[src/rtl/fbit_corruptor.sv]
module fbit_corruptor #(
  parameter int PERIOD    = 128,
  parameter int BURST_LEN = 3,
  parameter int CNT_W     = 16
) (
  input  logic             clk,
  input  logic             rst_n,
  input  logic             bit_en,
  input  logic             bit_in,
  input  logic             ft_mark,
  input  logic             fps_mark,
  input  logic             esf_mode,
  input  logic             cont_en,
  input  logic             burst_req,
  output logic             bit_out,
  output logic             out_vld,
  output logic [CNT_W-1:0] inj_count
);
  localparam int PC_W = $clog2(PERIOD);
  localparam int BL_W = $clog2(BURST_LEN + 1);

  logic [PC_W-1:0] per_cnt;
  logic [BL_W-1:0] burst_left;
  logic            burst_q;

  wire qual   = bit_en & (esf_mode ? fps_mark : ft_mark);
  wire rise   = burst_req & ~burst_q;
  wire b_hit  = qual & (burst_left != '0);
  wire p_hit  = qual & cont_en & (per_cnt == PC_W'(PERIOD - 1));
  wire flip   = b_hit | p_hit;

  always_ff @(posedge clk) begin
    if (!rst_n) begin
      per_cnt    <= '0;
      burst_left <= '0;
      burst_q    <= 1'b0;
      bit_out    <= 1'b0;
      out_vld    <= 1'b0;
      inj_count  <= '0;
    end else begin
      burst_q <= burst_req;
      out_vld <= bit_en;
      if (bit_en) bit_out <= bit_in ^ flip;
      if (flip) inj_count <= inj_count + 1'b1;

      if (!cont_en)  per_cnt <= '0;
      else if (qual) per_cnt <= per_cnt + 1'b1;

      if (rise && burst_left == '0) burst_left <= BL_W'(BURST_LEN);
      else if (b_hit)               burst_left <= burst_left - 1'b1;
    end
  end

  a_r1_pass_through: assert property (@(posedge clk) disable iff (!rst_n)
    (bit_en && !(esf_mode ? fps_mark : ft_mark)) |=> (out_vld && bit_out == $past(bit_in)));

  a_r1_idle_no_valid: assert property (@(posedge clk) disable iff (!rst_n)
    !bit_en |=> !out_vld);

  a_r4_quiet_when_off: assert property (@(posedge clk) disable iff (!rst_n)
    (bit_en && !cont_en && burst_left == '0) |=> bit_out == $past(bit_in));

  a_r5_burst_inverts: assert property (@(posedge clk) disable iff (!rst_n)
    (qual && burst_left != '0) |=> bit_out != $past(bit_in));

  a_r8_count_only_on_output: assert property (@(posedge clk) disable iff (!rst_n)
    (inj_count != $past(inj_count)) |-> out_vld);

  a_r7_count_step_one: assert property (@(posedge clk) disable iff (!rst_n)
    out_vld |-> (inj_count - $past(inj_count)) <= CNT_W'(1));
endmodule

[config.mk]
export PLATFORM = sky130hd
export DESIGN_NAME = fbit_corruptor
export DESIGN_NICKNAME = d
export VERILOG_FILES = /design/src/rtl/fbit_corruptor.sv
export SDC_FILE = /design/constraint.sdc
export NUM_CORES = 1
export LEC_CHECK = 0
export ABC_AREA = 0
export CORE_UTILIZATION = 54
export CTS_CLUSTER_SIZE = 14
export DETAILED_ROUTE_END_ITERATION = 7
export GPL_ROUTABILITY_DRIVEN = 0
export GPL_TIMING_DRIVEN = 0
export PLACE_DENSITY = 0.83
export SLEW_MARGIN = 25
export SYNTH_ARGS = -nofsm -noshare
export SYNTH_HDL_FRONTEND = slang
export SYNTH_SLANG_ARGS = --single-unit
[constraint.sdc]
create_clock -name clk -period 5.01 [get_ports clk]
set_input_delay 0.501 -clock clk [delete_from_list [all_inputs] [get_ports clk]]
set_output_delay 0.501 -clock clk [all_outputs]
set_load 0.005 [all_outputs]
==> results of run 1 <==
[sequential cells by signal, summed over array words and instances (netlist names)]
register and cells:
per_cnt 7, burst_q 1, out_vld 1, burst_left 2, inj_count 16, bit_out 1
[through the flow]
stage | instance area [sq um] | power, uW
after floorplan | 1340 | 286
after global placement | 1640 | 310
after detailed placement | 1640 | 313
after CTS | 1660 | 404
after global routing | 1660 | 421
final | 1660 | 401
[placed cells by master (no fill, tap or decap), drive strengths merged, types with 4 or more instances in the layout]
cell type,netlist,final
and2,4,4
xor2,5,5
nand3,8,8
inv,6,6
or3,4,4
o31ai,13,13
nand2,9,9
nand4,6,6
o21ai,6,6
a21oi,18,18
or4,13,13
buf,4,4
clkdlybuf4s50,0,26
dfxtp,28,28
clkbuf,3,6
nor2,5,5
[worst max-delay path: cells and delay by family]
family	cells	cell delay (ps)
buffers and inverters	2	820
and+or+nand+nor	2	990
AOI/OAI and AO/OA	1	140
[synth_stat cells, drive strengths merged, types with 3 or more instances]
cell / n
or4: 13
clkbuf: 3
xor2: 5
buf: 4
nor2: 5
and2: 4
or3: 4
a21oi: 18
nand4: 6
inv: 6
nand3: 8
and4: 3
and3: 3
dfxtp: 28
nand2: 9
ha: 3
o31ai: 13
o21ai: 6
[logic make-up (layout without fill, tap and decap cells)]
logic type | Yosys count | count (layout)
adders and majority gates | 3 | 3
xor gates and xnor gates | 5 | 5
muxes | 1 | 1
buffers and inverters | 14 | 43
AOI/OAI and AO/OA | 43 | 43
and+or+nand+nor | 57 | 57
DFF | 28 | 28
[final timing paths]
kind	from	endpoint	slack, ps	cells past startpoint
max	bit_en	inj_count[15]$_SDFFE_PN0P_	2840	5
max reg2reg	per_cnt[0]$_SDFFE_PN0N_	bit_out$_SDFFE_PN0P_	2970	7
min reg2reg	inj_count[15]$_SDFFE_PN0P_	inj_count[15]$_SDFFE_PN0P_	500	2
min	inj_count[15]$_SDFFE_PN0P_	inj_count[15]$_SDFFE_PN0P_	500	2
[final cells by class]
type,count,area [sq um],share of cell area [%]
flip-flops and latches,28,561,33.8
multi-input cells,109,718,43.3
plain buffers,7,37.5,2.26
well taps,28,35.0,2.11
clock buffers,3,22.5,1.36
inverters,7,26.3,1.58
repair buffers,26,260,15.7
[per-layer routing]
layer  vias to the layer above  global-route usage, %
met2                        29                   45.1
met1                       613                   31.1
met3                         7                   5.26
met5                         -                      0
li1                        640                      -
met4                         0                   6.76
[power breakdown]
group / leakage, uW / switching, uW / internal (uW)
clock: 0.0000138 / 64.8 / 28.3
combinational: 0.000297 / 46.0 / 30.6
sequential: 0.000227 / 2.92 / 228
==> results by group, run 1 <==
Outcome
  • Status: finished, final reports clean

Route
  • DR pass1 iterations: 4
  • Vias per cell: 6.20
  • Max Used Layer: met4
  • Met3 routed WL: 115 microns
  • Final wirelength: 3110 microns
  • Total number of vias: 1289
  • DRT antenna net count: 0
  • Met2 WL: 1550 microns
  • Remaining DRCs: 0
  • DRT iter0 DRCs: 35
  • Met1 Wirelength: 1410 microns
  • Routed WL per cell: 15.0 microns

Logic synthesis
  • Post-synth EDFFs: 0
  • Sequential area share after synthesis: 41.8%
  • Fraction of the mapped netlist area in adder cells: 2.80%
  • Syn Nets: 163
  • Yosys Warn Count: 0
  • Synth area leader: dfxtp_1
  • Synth Flop Type: dfxtp_1
  • Syn Std Cell Area: 1340 sq um
  • Share of the synthesized area in the top cell type: 41.8%
  • Largest cells by area after synthesis: dfxtp_1 (42%), o31ai_1 (7.3%), or4_1 (7.3%)
  • Syn avg cell area: 8.89 sq um
  • Async S/R FF share, synth: 0%
  • Yosys cell types: 30
  • Post-synthesis xor/xnor area fraction: 3.26%
  • Portion of netlist area occupied by mux cells: 0.839%
  • Simple-gate share of the synthesized area: 25.3%
  • Post-synthesis register bit count: 28
  • Main combinational cell family by area after synthesis: simple AND/OR/NAND/NOR gates
  • Mapped Cells: 151
  • Complex-gate fraction of the synthesized area: 21.3%

Place
  • Port Buffers: 26
  • Placed Cells: 205
  • Pre-CTS setup slack: 2500 ps
  • Post-DP HPWL: 2280 microns

Pwr
  • Worst vdd ir: 0.249 mV
  • Cell Pwr Density: 242 nW/um^2
  • P_leak: 0.000538 uW

Timing
  • Slew headroom: 69.0%
  • Endpoints failing hold: 0
  • Clk_skew: 9.61 ps
  • Unrepaired setup endpoints after global routing: no
  • Slew Viols, Final: 0
  • Final setup fails: 0
  • Worst setup margin: 2840 ps
  • Fin Setup TNS: 0 ps
  • Crit share post-route: 43.4%
  • Hold Slack: 502 ps
  • Min cycle time layout: 2170 ps
  • Actual slew at the worst max-slew pin: 465 ps
  • F_max: 460 MHz

Setup path
  • Crit-path max FO: 10
  • Slowest cell on crit path: or4_1
  • Crit path arrival time: 2450 ps
  • CP Class: input pin to flip-flop
  • Critical Path Source Type: input pin
  • CP required: 5280 ps
  • CP cell instances: clkdlybuf4s50_1 -> clkbuf_1 -> nand4_1 -> or4_1 -> a21oi_1
  • Setup crit end kind: flip-flop
  • Slowest cell delay on critical path: 580 ps

Floorplanning
  • I/O Pins: 27
  • Die width: 51.9 microns
  • Starting Density: 59.0%
  • Core Area: 2280 sq um
  • Die height: 51.9 microns
  • # rows: 17
  • Die area: 2690 sq um

Finish
  • Fill cells: 178
  • Util after Layout: 73.0%
  • Number of diodes: 0
  • Share of cells above drive strength 1: 6.11%
  • Area Overhead vs Synth: 23.7%
  • Fin cells: 208
  • Net count, final: 194

Clocking
  • Clock transition at path regs: 150 ps
  • TritonCTS Buffers: 3
  • Clock Tree Buf Depth: 2
  • CTS root buf: clkbuf_4
  • Hold buffer count at cts: 0
  • H-tree depth: 1
  • Later-pin clock latency in the skew report: 330 ps
  • Setup repair bufs after CTS: 0
  • CTS tree: yes
  • CTS sink count: 28
  • PostCTS Resize Cnt: 0

GRT
  • First-pass GRT wire length: 5150 microns
  • Initial antenna violation count: 0
  • Grt total ovfl: 0
  • Largest net degree at the start of global routing: 15
  • Overall Global Routing Usage: 25.6%
  • Vias in the first global route: 1175

Hold path
  • Hold Crit Class: flip-flop to flip-flop

Run
  • Max-cap violations: 0
No activity file was read; power rests on OpenSTA's default activity.
==> run 2, diff against run 1 <==
CORE_UTILIZATION = 50   (was 54)
PLACE_DENSITY = 0.78   (was 0.83)
clock period = 2.1 ns   (was 5.01 ns; I/O delays follow)
==> run 2 against run 1 <==
Compared with the run above: sequential power rose by 140%; register-to-register slack got worse by 2800 ps; die area rose by 7.7%; sequential share of layout area shrank 0.67 points; total power rose to 2.7 times the previous value; clock power grew to 3.8 times the previous value; cell area rose by 2.0%; critical path depth grew 1; combinational power up 140%; cell count rose by 1.4%; non-clock buffer count did not move; first-iteration DRC count fell by 11%; largest power group unchanged; highest routed layer unchanged.
==> results by group, run 2 (synthesized netlist as in run 1, its figures left out) <==
Finish
  • Area Overhead vs Synth: 26.2%
  • Net count, final: 194
  • Reg area: 561 sq um
  • Commonest non-fill, non-tap cell in the layout: dfxtp_1
  • Area of the multi-input gates: 718 sq um
  • Most frequent cells in the layout: dfxtp_1 (28), clkdlybuf4s50_1 (26), a21oi_1 (18)
  • Biggest regs: inj_count (16), per_cnt (7), burst_left (2)
  • Share of cells above drive strength 1: 7.18%
  • Fill cells: 222
  • Fin cells: 211
  • Max reg flops: 16
  • Largest Register: inj_count
  • Number of diodes: 0

Clocking
  • Setup repair bufs after CTS: 0
  • H-tree depth: 1
  • CTS sink count: 28
  • CTS tree: yes
  • Later-pin clock latency in the skew report: 340 ps
  • TritonCTS Buffers: 3
  • Clock Tree Buf Depth: 2
  • Hold buffer count at cts: 0
  • CTS root buf: clkbuf_4
  • PostCTS Resize Cnt: 0
  • Clock transition at path regs: 160 ps

Setup path
  • Slowest cell on crit path: or3b_2
  • CP Class: flip-flop to flip-flop
  • Reg-to-reg startpoint: per_cnt[0]$_SDFFE_PN0N_
  • CP required: 2350 ps
  • Crit-path max FO: 10
  • Worst R2R End: inj_count[1]$_SDFFE_PN0P_
  • Setup crit end kind: flip-flop
  • Delay-heaviest family, CP: simple AND/OR/NAND/NOR gates
  • Slowest cell delay on critical path: 470 ps
  • WP buf/inv: 1
  • Worst reg2reg path depth: 6
  • Internal reg-to-reg setup slack: 130 ps
  • CP cell instances: ha_1 -> and4_4 -> a41oi_4 -> buf_2 -> or3b_2 -> a21oi_1
  • Critical path depth: 6
  • Critical Path Source Type: flip-flop
  • Crit path to: inj_count[1]$_SDFFE_PN0P_
  • CP Launch Point: per_cnt[0]$_SDFFE_PN0N_
  • Crit path arrival time: 2220 ps

Timing
  • Unrepaired setup endpoints after global routing: no
  • Clk_skew: 21.9 ps
  • F_max: 507 MHz
  • Slew Viols, Final: 0
  • Final setup fails: 0
  • Crit share post-route: 93.8%
  • Worst setup margin: 129 ps
  • Endpoints failing hold: 0
  • Min cycle time layout: 1970 ps
  • Actual slew at the worst max-slew pin: 448 ps
  • Slew headroom: 70.1%

Place
  • Port Buffers: 26
  • Pre-CTS setup slack: -99.4 ps
  • Placed Cells: 207
  • Post-DP HPWL: 2200 microns

Floorplanning
  • I/O Pins: 27
  • Die height: 53.8 microns
  • Starting Density: 53.7%
  • Die width: 53.8 microns
  • Core Area: 2500 sq um
  • # rows: 18
  • Die area: 2900 sq um

Route
  • DR pass1 iterations: 4
  • DRT antenna net count: 0
  • Met2 WL: 1480 microns
  • Met3 routed WL: 130 microns
  • Routed WL per cell: 14.1 microns
  • Final wirelength: 2970 microns
  • Vias per cell: 5.95
  • Max Used Layer: met4
  • DRT iter0 DRCs: 31
  • Remaining DRCs: 0
  • Met1 Wirelength: 1340 microns
  • Total number of vias: 1255

GRT
  • Initial antenna violation count: 0
  • First-pass GRT wire length: 4890 microns
  • Overall Global Routing Usage: 23.4%
  • Grt total ovfl: 0
  • Largest net degree at the start of global routing: 17
  • Vias in the first global route: 1146

Pwr
  • Cell Pwr Density: 641 nW/um^2
  • P_leak: 0.000555 uW
  • Worst vdd ir: 0.668 mV

Outcome
  • Status: finished, final reports clean

Run
  • Max-cap violations: 0

Hold path
  • Hold Crit Class: input pin to flip-flop
-- run 2: cell types whose count changed in the layout (fill, tap and decap cells not counted) --
cell | before | now
clkbuf_2 | 0 | 1
clkbuf_1 | 3 | 2
bufinv_16 | 0 | 1
-- run 2: final cells by class --
| type | count | share of cell area, % |
|---|---|---|
| multi-input cells | 109 | 42.4 |
| flip-flops and latches | 28 | 33.1 |
| repair buffers | 26 | 15.4 |
| plain buffers | 7 | 2.29 |
| well taps | 30 | 2.22 |
| clock inverters | 1 | 1.77 |
| inverters | 7 | 1.55 |
| clock buffers | 3 | 1.33 |
-- run 2: metal layers --
metal	vias up	track usage [%]
met5	-	0
met4	0	3.51
met3	2	6.78
met2	26	41.6
met1	587	28.1
li1	640	-
-- run 2: worst min-delay path by stage --
stage                                  startpoint                      end  slack (ps)  cells past startpoint
final                                   burst_req       burst_q$_SDFF_PN0_         450                      2
after floorplan                         burst_req       burst_q$_SDFF_PN0_         330                      1
after global routing                    burst_req       burst_q$_SDFF_PN0_         440                      2
after global placement    per_cnt[1]$_SDFFE_PN0N_  per_cnt[1]$_SDFFE_PN0N_         450                      2
after CTS                               burst_req       burst_q$_SDFF_PN0_         450                      2
after detailed placement  per_cnt[1]$_SDFFE_PN0N_  per_cnt[1]$_SDFFE_PN0N_         460                      2
-- run 2: power breakdown --
group / internal, uW / switching, uW / leakage, uW
sequential: 545 / 6.30 / 0.000227
clock: 193 / 158 / 0.0000279
combinational: 74.1 / 110 / 0.000300
-- run 2: worst reg2reg max path: stages, from the launching register on --
cell,delay (ps)
dfxtp_1,400
ha_1,210
and4_4,260
a41oi_4,180
buf_2,230
or3b_2,480
a21oi_1,140
-- run 2: per-stage QoR --
step	hold WS (ps)	setup TNS [ps]	instance area, sq um	utilization (%)	power [uW]
CTS	449	0	1690	67.7	1100
floorplan	332	0	1340	-	683
global placement	454	-208	1640	65.6	740
finish	451	0	1690	67.8	1090
detailed placement	462	-501	1640	65.6	747
global route	439	0	1690	67.8	1140
==> run 3, diff against run 2 <==
CORE_ASPECT_RATIO = 1.4   (was unset)
GPL_TIMING_DRIVEN = unset   (was 0)
==> run 3 against run 2 <==
Compared with the run above: register-to-register slack improved by 50 ps; cell count rose by 2.8%; cell area up 1.2%; clock-buffer cell count unchanged; flip-flop and latch count did not move; worst hold slack better by 26 ps; wire length grew 4.6%; fmax is 2.7% higher; total power down 12%; highest routed layer unchanged; critical path depth decreased by 1; non-clock buffer count grew 2; core utilization is 1.6 points higher.
==> results by group, run 3 (synthesized netlist as in run 1, its figures left out) <==
Outcome
  • Status: finished, final reports clean

Timing
  • Slew Viols, Final: 0
  • Fin Setup TNS: 0 ps
  • Slew headroom: 55.7%
  • Clk_skew: 4.51 ps
  • F_max: 521 MHz
  • Crit share post-route: 91.4%
  • Final setup fails: 0
  • Endpoints failing hold: 0
  • Min cycle time layout: 1920 ps
  • Actual slew at the worst max-slew pin: 664 ps
  • Unrepaired setup endpoints after global routing: no

Floorplanning
  • Core Area: 2470 sq um
  • Die height: 63.3 microns
  • Starting Density: 54.4%
  • Die area: 2900 sq um
  • Die width: 45.8 microns
  • I/O Pins: 27
  • # rows: 21

Route
  • Vias per cell: 5.99
  • Routed WL per cell: 14.3 microns
  • DRT iter0 DRCs: 37
  • Remaining DRCs: 0
  • Final wirelength: 3100 microns
  • DR pass1 iterations: 4
  • DRT antenna net count: 0
  • Total number of vias: 1300

Clocking
  • Later-pin clock latency in the skew report: 320 ps
  • CTS sink count: 28
  • PostCTS Resize Cnt: 0
  • H-tree depth: 1
  • Setup repair bufs after CTS: 0
  • Clock transition at path regs: 140 ps
  • Clock Tree Buf Depth: 2
  • CTS tree: yes
  • Hold buffer count at cts: 0
  • TritonCTS Buffers: 3
  • CTS root buf: clkbuf_4

Setup path
  • Slowest cell on crit path: or4_1
  • Critical Path Source Type: flip-flop
  • CP required: 2360 ps
  • Crit path arrival time: 2170 ps
  • CP cell instances: ha_1 -> and3_1 -> nand4_1 -> or4_1 -> a21oi_1
  • Slowest cell delay on critical path: 570 ps
  • CP Class: flip-flop to flip-flop
  • Setup crit end kind: flip-flop
  • Crit-path max FO: 8

Finish
  • Area of the multi-input gates: 734 sq um
  • Most frequent cells in the layout: dfxtp_1 (28), clkdlybuf4s50_1 (26), a21oi_1 (18)
  • Util after Layout: 69.4%
  • Net count, final: 197
  • Max reg flops: 16
  • Commonest non-fill, non-tap cell in the layout: dfxtp_1
  • Fill cells: 229
  • Number of diodes: 0
  • Area Overhead vs Synth: 27.7%
  • Largest Register: inj_count
  • Reg area: 561 sq um
  • Biggest regs: inj_count (16), per_cnt (7), burst_left (2)
  • Share of cells above drive strength 1: 9.29%

Pwr
  • Clk network pwr share: 22.5%
  • Reg power frac: 57.8%
  • Net Sw Frac: 27.6%
  • Switch Pwr: 263 uW
  • Cell Pwr Density: 557 nW/um^2
  • P_leak: 0.000563 uW
  • Logic pwr share: 19.7%
  • P_int: 691 uW
  • Worst vdd ir: 0.428 mV

Place
  • Post-DP HPWL: 2150 microns
  • Port Buffers: 26

GRT
  • Initial antenna violation count: 0
  • First-pass GRT wire length: 4840 microns
  • Overall Global Routing Usage: 21.9%
  • Largest net degree at the start of global routing: 32
  • Vias in the first global route: 1175
  • Grt total ovfl: 0

Run
  • Max-cap violations: 0

Hold path
  • Hold Crit Class: input pin to flip-flop
[run 3: metal layers]
| layer | vias up | track usage, % | routed length (microns) |
|---|---|---|---|
| met5 | - | 0 | 0 |
| met3 | 4 | 3.72 | 94 |
| li1 | 647 | - | - |
| met2 | 20 | 38.8 | 1640 |
| met4 | 0 | 5.51 | 28 |
| met1 | 629 | 26.3 | 1340 |
[run 3: final cells by class]
class	instances	area share, %
sequential	28	32.7
tap	34	2.48
inverter	7	1.53
timing repair buffer	35	19.1
clock buffer	3	1.31
multi-input combinational	110	42.8
[run 3: per-stage QoR]
step                total power [uW]  worst slack [ps]  cells  hold slack, ps  cell area [sq um]
finish                           954               181    217             477               1710
global route                    1010              90.7    217             474               1710
CTS                              951              70.5    216             472               1700
detailed placement               739              86.4    213             481               1680
global placement                 729               146    213             461               1680
floorplan                        683               366    151             332               1340
[run 3: critical path: cells and delay by family (launching register included)]
family	cells	cell delay [ps]
adders and majority gates	1	210
DFF	1	420
and+or+nand+nor	3	1050
AOI/OAI and AO/OA	1	170
[run 3: power by group through the flow]
stage	Clock, uW	Combinational (uW)	Sequential (uW)
final	214	188	551
after global routing	246	211	553
after CTS	224	176	552
after detailed placement	0	176	563
after global placement	0	166	563
after floorplan	0	120	563
[run 3: final timing paths]
| kind | startpoint | to | slack (ps) | depth (start not counted) |
|---|---|---|---|---|
| hold / removal | bit_in | bit_out$_SDFFE_PN0P_ | 480 | 3 |
| setup reg to reg | inj_count[0]$_SDFFE_PN0P_ | inj_count[14]$_SDFFE_PN0P_ | 180 | 5 |
| hold reg to reg | per_cnt[5]$_SDFFE_PN0N_ | per_cnt[5]$_SDFFE_PN0N_ | 500 | 2 |
| setup / recovery | inj_count[0]$_SDFFE_PN0P_ | inj_count[14]$_SDFFE_PN0P_ | 180 | 5 |
